File: src/rtl/lsu_pkg.sv
package lsu_pkg;
    localparam int DATA_W = 32;
    localparam int BYTES  = DATA_W / 8;
    localparam int LANE_W = $clog2(BYTES);

    typedef enum logic [1:0] {
        SZ_BYTE = 2'd0,
        SZ_HALF = 2'd1,
        SZ_WORD = 2'd2,
        SZ_RSVD = 2'd3
    } acc_size_e;

    typedef enum logic {
        ST_IDLE        = 1'b0,
        ST_LOAD_RETURN = 1'b1
    } lsu_state_e;
endpackage

File: src/rtl/lsu_addr_gen.sv
module lsu_addr_gen
    import lsu_pkg::*;
#(
    parameter int ADDR_W = 32,
    parameter int OFF_W  = 16
) (
    input  logic                req_valid,
    input  acc_size_e           size,
    input  logic [ADDR_W-1:0]   base,
    input  logic [OFF_W-1:0]    offset,
    output logic [ADDR_W-1:0]   word_addr,
    output logic [LANE_W-1:0]   lane,
    output logic                fault,
    output logic [BYTES-1:0]    byte_en
);
    localparam int EXT_W = ADDR_W - OFF_W;

    logic [ADDR_W-1:0] eff_addr;
    logic              misaligned;
    logic [BYTES-1:0]  pattern;

    // base + sign-extended displacement, wrapping modulo 2^ADDR_W
    assign eff_addr  = base + {{EXT_W{offset[OFF_W-1]}}, offset};
    assign lane      = eff_addr[LANE_W-1:0];
    assign word_addr = {eff_addr[ADDR_W-1:LANE_W], {LANE_W{1'b0}}};

    always_comb begin
        misaligned = 1'b0;
        pattern    = '0;
        unique case (size)
            SZ_BYTE: begin
                pattern = {{(BYTES-1){1'b0}}, 1'b1} << lane;
            end
            SZ_HALF: begin
                misaligned = lane[0];
                pattern    = {{(BYTES-2){1'b0}}, 2'b11} << {lane[LANE_W-1:1], 1'b0};
            end
            SZ_WORD: begin
                misaligned = |lane;
                pattern    = '1;
            end
            SZ_RSVD: begin
                misaligned = 1'b1;
            end
        endcase
    end

    assign fault   = req_valid & misaligned;
    assign byte_en = (req_valid && !misaligned) ? pattern : '0;
endmodule

File: src/rtl/lsu_store_steer.sv
module lsu_store_steer
    import lsu_pkg::*;
(
    input  acc_size_e          size,
    input  logic [DATA_W-1:0]  src,
    output logic [DATA_W-1:0]  wdata
);
    for (genvar g = 0; g < BYTES; g++) begin : g_lane
        localparam int HALF_IDX = g % 2;
        always_comb begin
            unique case (size)
                SZ_BYTE: wdata[g*8 +: 8] = src[7:0];
                SZ_HALF: wdata[g*8 +: 8] = src[HALF_IDX*8 +: 8];
                default: wdata[g*8 +: 8] = src[g*8 +: 8];
            endcase
        end
    end
endmodule

File: src/rtl/lsu_load_format.sv
module lsu_load_format
    import lsu_pkg::*;
(
    input  logic [DATA_W-1:0]  rdata,
    input  logic [LANE_W-1:0]  lane,
    input  acc_size_e          size,
    input  logic               zero_ext,
    output logic [DATA_W-1:0]  result
);
    logic [DATA_W-1:0] aligned;
    logic [7:0]        byte_v;
    logic [15:0]       half_v;

    // move the addressed lane down to bit 0
    assign aligned = rdata >> {lane, 3'b000};
    assign byte_v  = aligned[7:0];
    assign half_v  = aligned[15:0];

    always_comb begin
        unique case (size)
            SZ_BYTE: result = {{(DATA_W-8){byte_v[7] & ~zero_ext}}, byte_v};
            SZ_HALF: result = {{(DATA_W-16){half_v[15] & ~zero_ext}}, half_v};
            default: result = rdata;
        endcase
    end
endmodule

File: src/rtl/lsu_align_unit.sv
module lsu_align_unit
    import lsu_pkg::*;
#(
    parameter int ADDR_W = 32,
    parameter int OFF_W  = 16
) (
    input  logic               clk,
    input  logic               rst_n,
    input  logic               req_valid,
    input  logic               req_store,
    input  logic [1:0]         req_size,
    input  logic               req_unsigned,
    input  logic [ADDR_W-1:0]  req_base,
    input  logic [OFF_W-1:0]   req_offset,
    input  logic [DATA_W-1:0]  req_wdata,
    output logic [ADDR_W-1:0]  mem_addr,
    output logic               mem_en,
    output logic               mem_we,
    output logic [BYTES-1:0]   mem_be,
    output logic [DATA_W-1:0]  mem_wdata,
    input  logic [DATA_W-1:0]  mem_rdata,
    output logic               align_fault,
    output logic               load_valid,
    output logic [DATA_W-1:0]  load_data
);
    acc_size_e          size_in;
    logic [LANE_W-1:0]  lane;
    logic               load_accept;
    lsu_state_e         state_q, state_d;
    logic [LANE_W-1:0]  lane_q;
    acc_size_e          size_q;
    logic               zext_q;
    logic [DATA_W-1:0]  fmt_data;

    assign size_in = acc_size_e'(req_size);

    lsu_addr_gen #(
        .ADDR_W (ADDR_W),
        .OFF_W  (OFF_W)
    ) u_addr_gen (
        .req_valid (req_valid),
        .size      (size_in),
        .base      (req_base),
        .offset    (req_offset),
        .word_addr (mem_addr),
        .lane      (lane),
        .fault     (align_fault),
        .byte_en   (mem_be)
    );

    assign mem_en      = req_valid & ~align_fault;
    assign mem_we      = mem_en & req_store;
    assign load_accept = mem_en & ~req_store;

    lsu_store_steer u_store_steer (
        .size  (size_in),
        .src   (req_wdata),
        .wdata (mem_wdata)
    );

    // next state
    always_comb begin
        state_d = state_q;
        unique case (state_q)
            ST_IDLE:        state_d = load_accept ? ST_LOAD_RETURN : ST_IDLE;
            ST_LOAD_RETURN: state_d = load_accept ? ST_LOAD_RETURN : ST_IDLE;
        endcase
    end

    // state register with the context of the load in flight
    always_ff @(posedge clk or negedge rst_n) begin
        if (!rst_n) begin
            state_q <= ST_IDLE;
            lane_q  <= '0;
            size_q  <= SZ_BYTE;
            zext_q  <= 1'b0;
        end else begin
            state_q <= state_d;
            if (load_accept) begin
                lane_q <= lane;
                size_q <= size_in;
                zext_q <= req_unsigned;
            end
        end
    end

    lsu_load_format u_load_format (
        .rdata    (mem_rdata),
        .lane     (lane_q),
        .size     (size_q),
        .zero_ext (zext_q),
        .result   (fmt_data)
    );

    // outputs
    always_comb begin
        load_valid = 1'b0;
        load_data  = '0;
        unique case (state_q)
            ST_IDLE: begin
                load_valid = 1'b0;
                load_data  = '0;
            end
            ST_LOAD_RETURN: begin
                load_valid = 1'b1;
                load_data  = fmt_data;
            end
        endcase
    end

    // ---------------- assertions ----------------
    assert_fault_blocks_access_R5: assert property (@(posedge clk) disable iff (!rst_n)
        align_fault |-> (mem_be == '0 && !mem_en && !mem_we));

    assert_idle_quiet_R14: assert property (@(posedge clk) disable iff (!rst_n)
        !req_valid |-> (mem_be == '0 && !align_fault && !mem_we));

    assert_half_word_enables_R4: assert property (@(posedge clk) disable iff (!rst_n)
        (mem_en && req_size != 2'd0) |-> ($countones(mem_be) == 2 || $countones(mem_be) == 4));

    assert_byte_enable_single_R3: assert property (@(posedge clk) disable iff (!rst_n)
        (mem_en && req_size == 2'd0) |-> $countones(mem_be) == 1);

    assert_we_only_store_R7: assert property (@(posedge clk) disable iff (!rst_n)
        mem_we |-> (req_store && mem_be != '0));

    assert_load_returns_R8: assert property (@(posedge clk) disable iff (!rst_n)
        (mem_en && !req_store) |=> load_valid);

    assert_no_stray_return_R8: assert property (@(posedge clk) disable iff (!rst_n)
        load_valid |-> $past(mem_en && !req_store));

    assert_signed_byte_ext_R9: assert property (@(posedge clk) disable iff (!rst_n)
        (load_valid && size_q == SZ_BYTE && !zext_q) |-> load_data[DATA_W-1:8] == {(DATA_W-8){load_data[7]}});

    assert_unsigned_byte_ext_R10: assert property (@(posedge clk) disable iff (!rst_n)
        (load_valid && size_q == SZ_BYTE && zext_q) |-> load_data[DATA_W-1:8] == '0);
endmodule

File: config.mk
export PLATFORM = sky130hd
export DESIGN_NAME = lsu_align_unit
export DESIGN_NICKNAME = d
export VERILOG_FILES = /design/src/rtl/lsu_pkg.sv /design/src/rtl/lsu_addr_gen.sv /design/src/rtl/lsu_store_steer.sv /design/src/rtl/lsu_load_format.sv /design/src/rtl/lsu_align_unit.sv
export SDC_FILE = /design/constraint.sdc
export NUM_CORES = 1
export LEC_CHECK = 0
export BUFFER_PORTS_ARGS = -buffer_cell sky130_fd_sc_hd__buf_2
export CORE_MARGIN = 2
export CORE_UTILIZATION = 40
export DETAILED_ROUTE_END_ITERATION = 8
export GPL_TIMING_DRIVEN = 0
export PLACE_DENSITY = 0.82
export REMOVE_ABC_BUFFERS = 1
export SYNTH_ARGS = -nofsm -noshare
export SYNTH_HDL_FRONTEND = slang
export SYNTH_SLANG_ARGS = --single-unit
File: constraint.sdc
create_clock -name clk -period 3.07 [get_ports clk]
set_input_delay 0.614 -clock clk [delete_from_list [all_inputs] [get_ports clk]]
set_output_delay 0.614 -clock clk [all_outputs]
set_load 0.005 [all_outputs]
==> run_results.csv <==
group,metric,value,unit
critical_path,cp_max_fo,15,
critical_path,crit_family,"compound AO/OA/AOI/OAI gates",
power_and_ir_drop,p_sw,0.0007029,W
synth,synth_edf_count,0,
route,first_pass_iters,5,
sta,clock.fmax,316.3,MHz
critical_path,path_cells,"buf_16 > ha_4 > a21oi_1 > o21ai_0 > a21oi_1 > nor2_1 > or2_2 > a211oi_2 > buf_2",
critical_path,critical_path_class,"in -> out",
sta,fin_setup_tns,-0.3232,ns
synth,synthCells,475,
synth,ys_types,64,
cells_and_area,diodes,0,
global_route,grt_pass1_vias,4024,
sta,rsz0062_at_grt,"true",
die,num_rows,33,
route,vias,4446,
synth,seq_area_frac_synth,4.471,%
sta,layout_setup_ws,-0.09130,ns
cells_and_area,finalNetCount,829,
global_route,antenna_found_initial,0,
placement,port_buffers,220,
critical_path,end_kind,"primary output",
synth,yosysWarnings,0,
die,core-area,8175,um^2
placement,dp_hpwl,9374,um
clock_tree,cts_tree,"yes",
die,start_util,41.08,%
global_route,grt_usage,23.50,%
power_and_ir_drop,netSwitchingFraction,48.99,%
placement,gp_congestion,0.9360,
critical_path,rrSetupSlack,1.94,ns
critical_path,worstPathRequired,2.46,ns
cells_and_area,drive_gt1_share,49.11,%
sta,finClkSkew,0,ns
synth,syn_area_per_cell,7.070,um^2
power_and_ir_drop,p_per_area,286.3,nW/um^2
placement,place_area,4393,um^2
global_route,grt_pass1_wl,17730,um
job,drv_cap,0,
power_and_ir_drop,p_int,0.0007320,W
critical_path,crit_slowest_cell,"or2_2",
power_and_ir_drop,pwr-share-seq,13.7,%
synth,syn-cell-area,3358,um^2
outcome,status,"finished with violations",
sta,maxSlewHeadroom,49.53,%
route,ant_nets,0,
power_and_ir_drop,vdd_drop_max,0.0001887,V
die,ios,223,
route,drcViolationCount,0,
critical_path,worst-path-buf-inv,2,
clock_tree,cts_buffers,3,
die,die_w,95.63,um
cells_and_area,fin_area,5012,um^2
clock_tree,cts.sinks,6,
route,first_iter_violations,179,
hold_path,min_path_type,"in -> async",
route,wirelength,12420,um
power_and_ir_drop,power,0.001435,W
global_route,overflow,0,
die,die-height,95.63,um
critical_path,worstPathArrival,2.55,ns
clock_tree,clkTransAtPathRegs,0.03,ns
sta,fin_crit_sh,103.0,%
synth,post-synth-top-area-fraction,11.55,%
sta,tightest_slew,0.7543,ns
clock_tree,cts_max_path_buffers,2,
outcome,violations,"setup timing",
synth,synth_ff_type,"dfrtp_1",
critical_path,cp-start-kind,"input port",
sta,finalSetupViolCount,8,
route,drt-vias-per-instance,5.693,
clock_tree,htreeDepth,1,
critical_path,cpPeakStageDelay,0.29,ns
global_route,grt_max_degree,39,
synth,synthTopCellsByArea,"ha_1, a21oi_1, mux2i_1",
clock_tree,insertion_delay,0.22,ns
power_and_ir_drop,pwr-share-clk,7.9,%
die,dieArea,9144,um^2
synth,ys_ff_latch,6,
power_and_ir_drop,power_frac_comb,78.5,%
sta,min_period,3.161,ns
critical_path,reg2reg_depth,1,
clock_tree,root_buffer,"clkbuf_8",
sta,finalHoldViolations,0,
synth,yosysTopAreaCell,"ha_1",
route,wire_per_inst,15.90,um
synth,synth_async_sr_flop_share,100.0,%
power_and_ir_drop,p_leak,2.450,nW
critical_path,path_depth,9,
cells_and_area,syn2layout_area_growth,49.25,%
sta,slew_violations,0,
critical_path,cpMostUsedCell,"a21oi_1",
## worst paths after layout
| kind | startpoint | end |
|---|---|---|
| worst min-delay path | rst_n | size_q[1] |
| max in group asynchronous | rst_n | size_q[1] |
| worst max-delay path | req_offset[15] | mem_addr[31] |
| worst max register to register | size_q[1] | size_q[1] |
| worst min register to register | size_q[0] | size_q[0] |
| min in group clk | size_q[0] | size_q[0] |
## through the flow
step | setup WS [ns] | util (%) | cells | hold WS (ns)
6_report | -0.09130 | 61.31 | 781 | 0.2120
2_1_floorplan | 0.06300 | - | 438 | 0.3184
4_1_cts | -0.07598 | 57.91 | 773 | 0.2125
5_1_grt | -0.1663 | 61.31 | 781 | 0.2137
3_3_place_gp | -0.4078 | 53.73 | 763 | 0.4350
3_5_place_dp | -0.4303 | 53.73 | 763 | 0.4418
## power by group through the flow
stage	sequential [W]	clock, W	combinational, W
final	0.000196	0.000113	0.00113
after global routing	0.000201	0.000121	0.00123
after CTS	0.000191	0.000116	0.00104
after detailed placement	0.000190	0	0.000964
after global placement	0.000185	0	0.000940
after floorplan	0.000165	0	0.000607
## state kept, by name (all words and copies together), names as in the netlist
name     cells
lane_q       2
zext_q       1
size_q       2
state_q      1
## cells in the mapped netlist (all sizes together), types with 2 or more instances
library cell	instances
xnor2	19
nand4	4
a21boi	2
o21a	4
a21o	12
o211a	2
dfrtp	6
or3	2
nand3	15
and3	4
o221a	7
nand2b	3
ha	31
a31oi	7
xor2	10
o211ai	8
inv	28
or2	3
o21bai	5
mux2	21
mux2i	18
nand2	43
nor3b	3
a22oi	2
o21ai	33
o31ai	3
nor2b	13
nor3	3
nor2	28
clkbuf	12
nor4	3
a211oi	10
buf	26
o221ai	2
and2	7
a21oi	58
a221oi	9
## cell type report
type                    instances  area (um^2)
repair buffers                235         1252
fillers                       696         3163
well taps                     105        131.4
inverters                      28        105.1
flip-flops and latches          6        156.4
clock buffers                   3        41.29
multi-input cells             404         3326
## layer usage
layer	GRT usage [%]	wire [um]
met5	0	0
met4	8.214	378
met3	3.874	966
met2	44.23	6319
met1	26.35	4754
## kinds of logic (layout without fill, tap and decap cells)
kind of cell / after synthesis / count (layout) / share of synthesized area, %
AOI/OAI and AO/OA: 170 / 170 / 34.43
xor gates and xnor gates: 29 / 29 / 7.563
adders and majority gates: 32 / 32 / 12.15
buffers and inverters: 66 / 266 / 9.128
DFF: 6 / 6 / 4.471
muxes: 39 / 39 / 12.41
other: 1 / 2 / 0.1117
and+or+nand+nor: 132 / 132 / 19.75
## placed cells by master, fill, tap and decap left out, types with 3 or more instances in the layout
| cell type | synthesis | layout |
|---|---|---|
| o21ai_0 | 25 | 24 |
| nor2_1 | 28 | 27 |
| xnor2_1 | 19 | 19 |
| inv_1 | 28 | 27 |
| mux2_1 | 5 | 5 |
| a21oi_1 | 57 | 51 |
| o21ai_1 | 6 | 4 |
| o211ai_1 | 8 | 8 |
| o21ai_2 | 2 | 5 |
| xor2_1 | 10 | 10 |
| nand4_1 | 4 | 4 |
| a21oi_2 | 1 | 5 |
| o21bai_1 | 5 | 5 |
| and3_1 | 3 | 3 |
| mux2_2 | 16 | 16 |
| nand3_2 | 2 | 3 |
| o221a_2 | 7 | 7 |
| ha_4 | 0 | 18 |
| a211oi_2 | 1 | 3 |
| nand3_1 | 13 | 11 |
| clkbuf_8 | 0 | 3 |
| and2_1 | 7 | 5 |
| ha_1 | 31 | 11 |
| a21o_1 | 11 | 11 |
| nand2_1 | 43 | 42 |
| o21a_1 | 4 | 4 |
| dfrtp_1 | 6 | 3 |
| buf_4 | 11 | 14 |
| buf_6 | 0 | 3 |
| mux2i_1 | 18 | 18 |
| buf_2 | 13 | 217 |
| a211oi_1 | 9 | 6 |
| a31oi_1 | 6 | 4 |
| a221oi_1 | 8 | 7 |
| nor2b_1 | 13 | 12 |
## timing repair
action                     in CTS  in global routing
hold buffers                    0                  0
gates resized for setup        48                 41
pin swaps                      12                 26
setup endpoints to repair      31                 34
buffers inserted                7                  8
(Power assumes the default switching activity.)
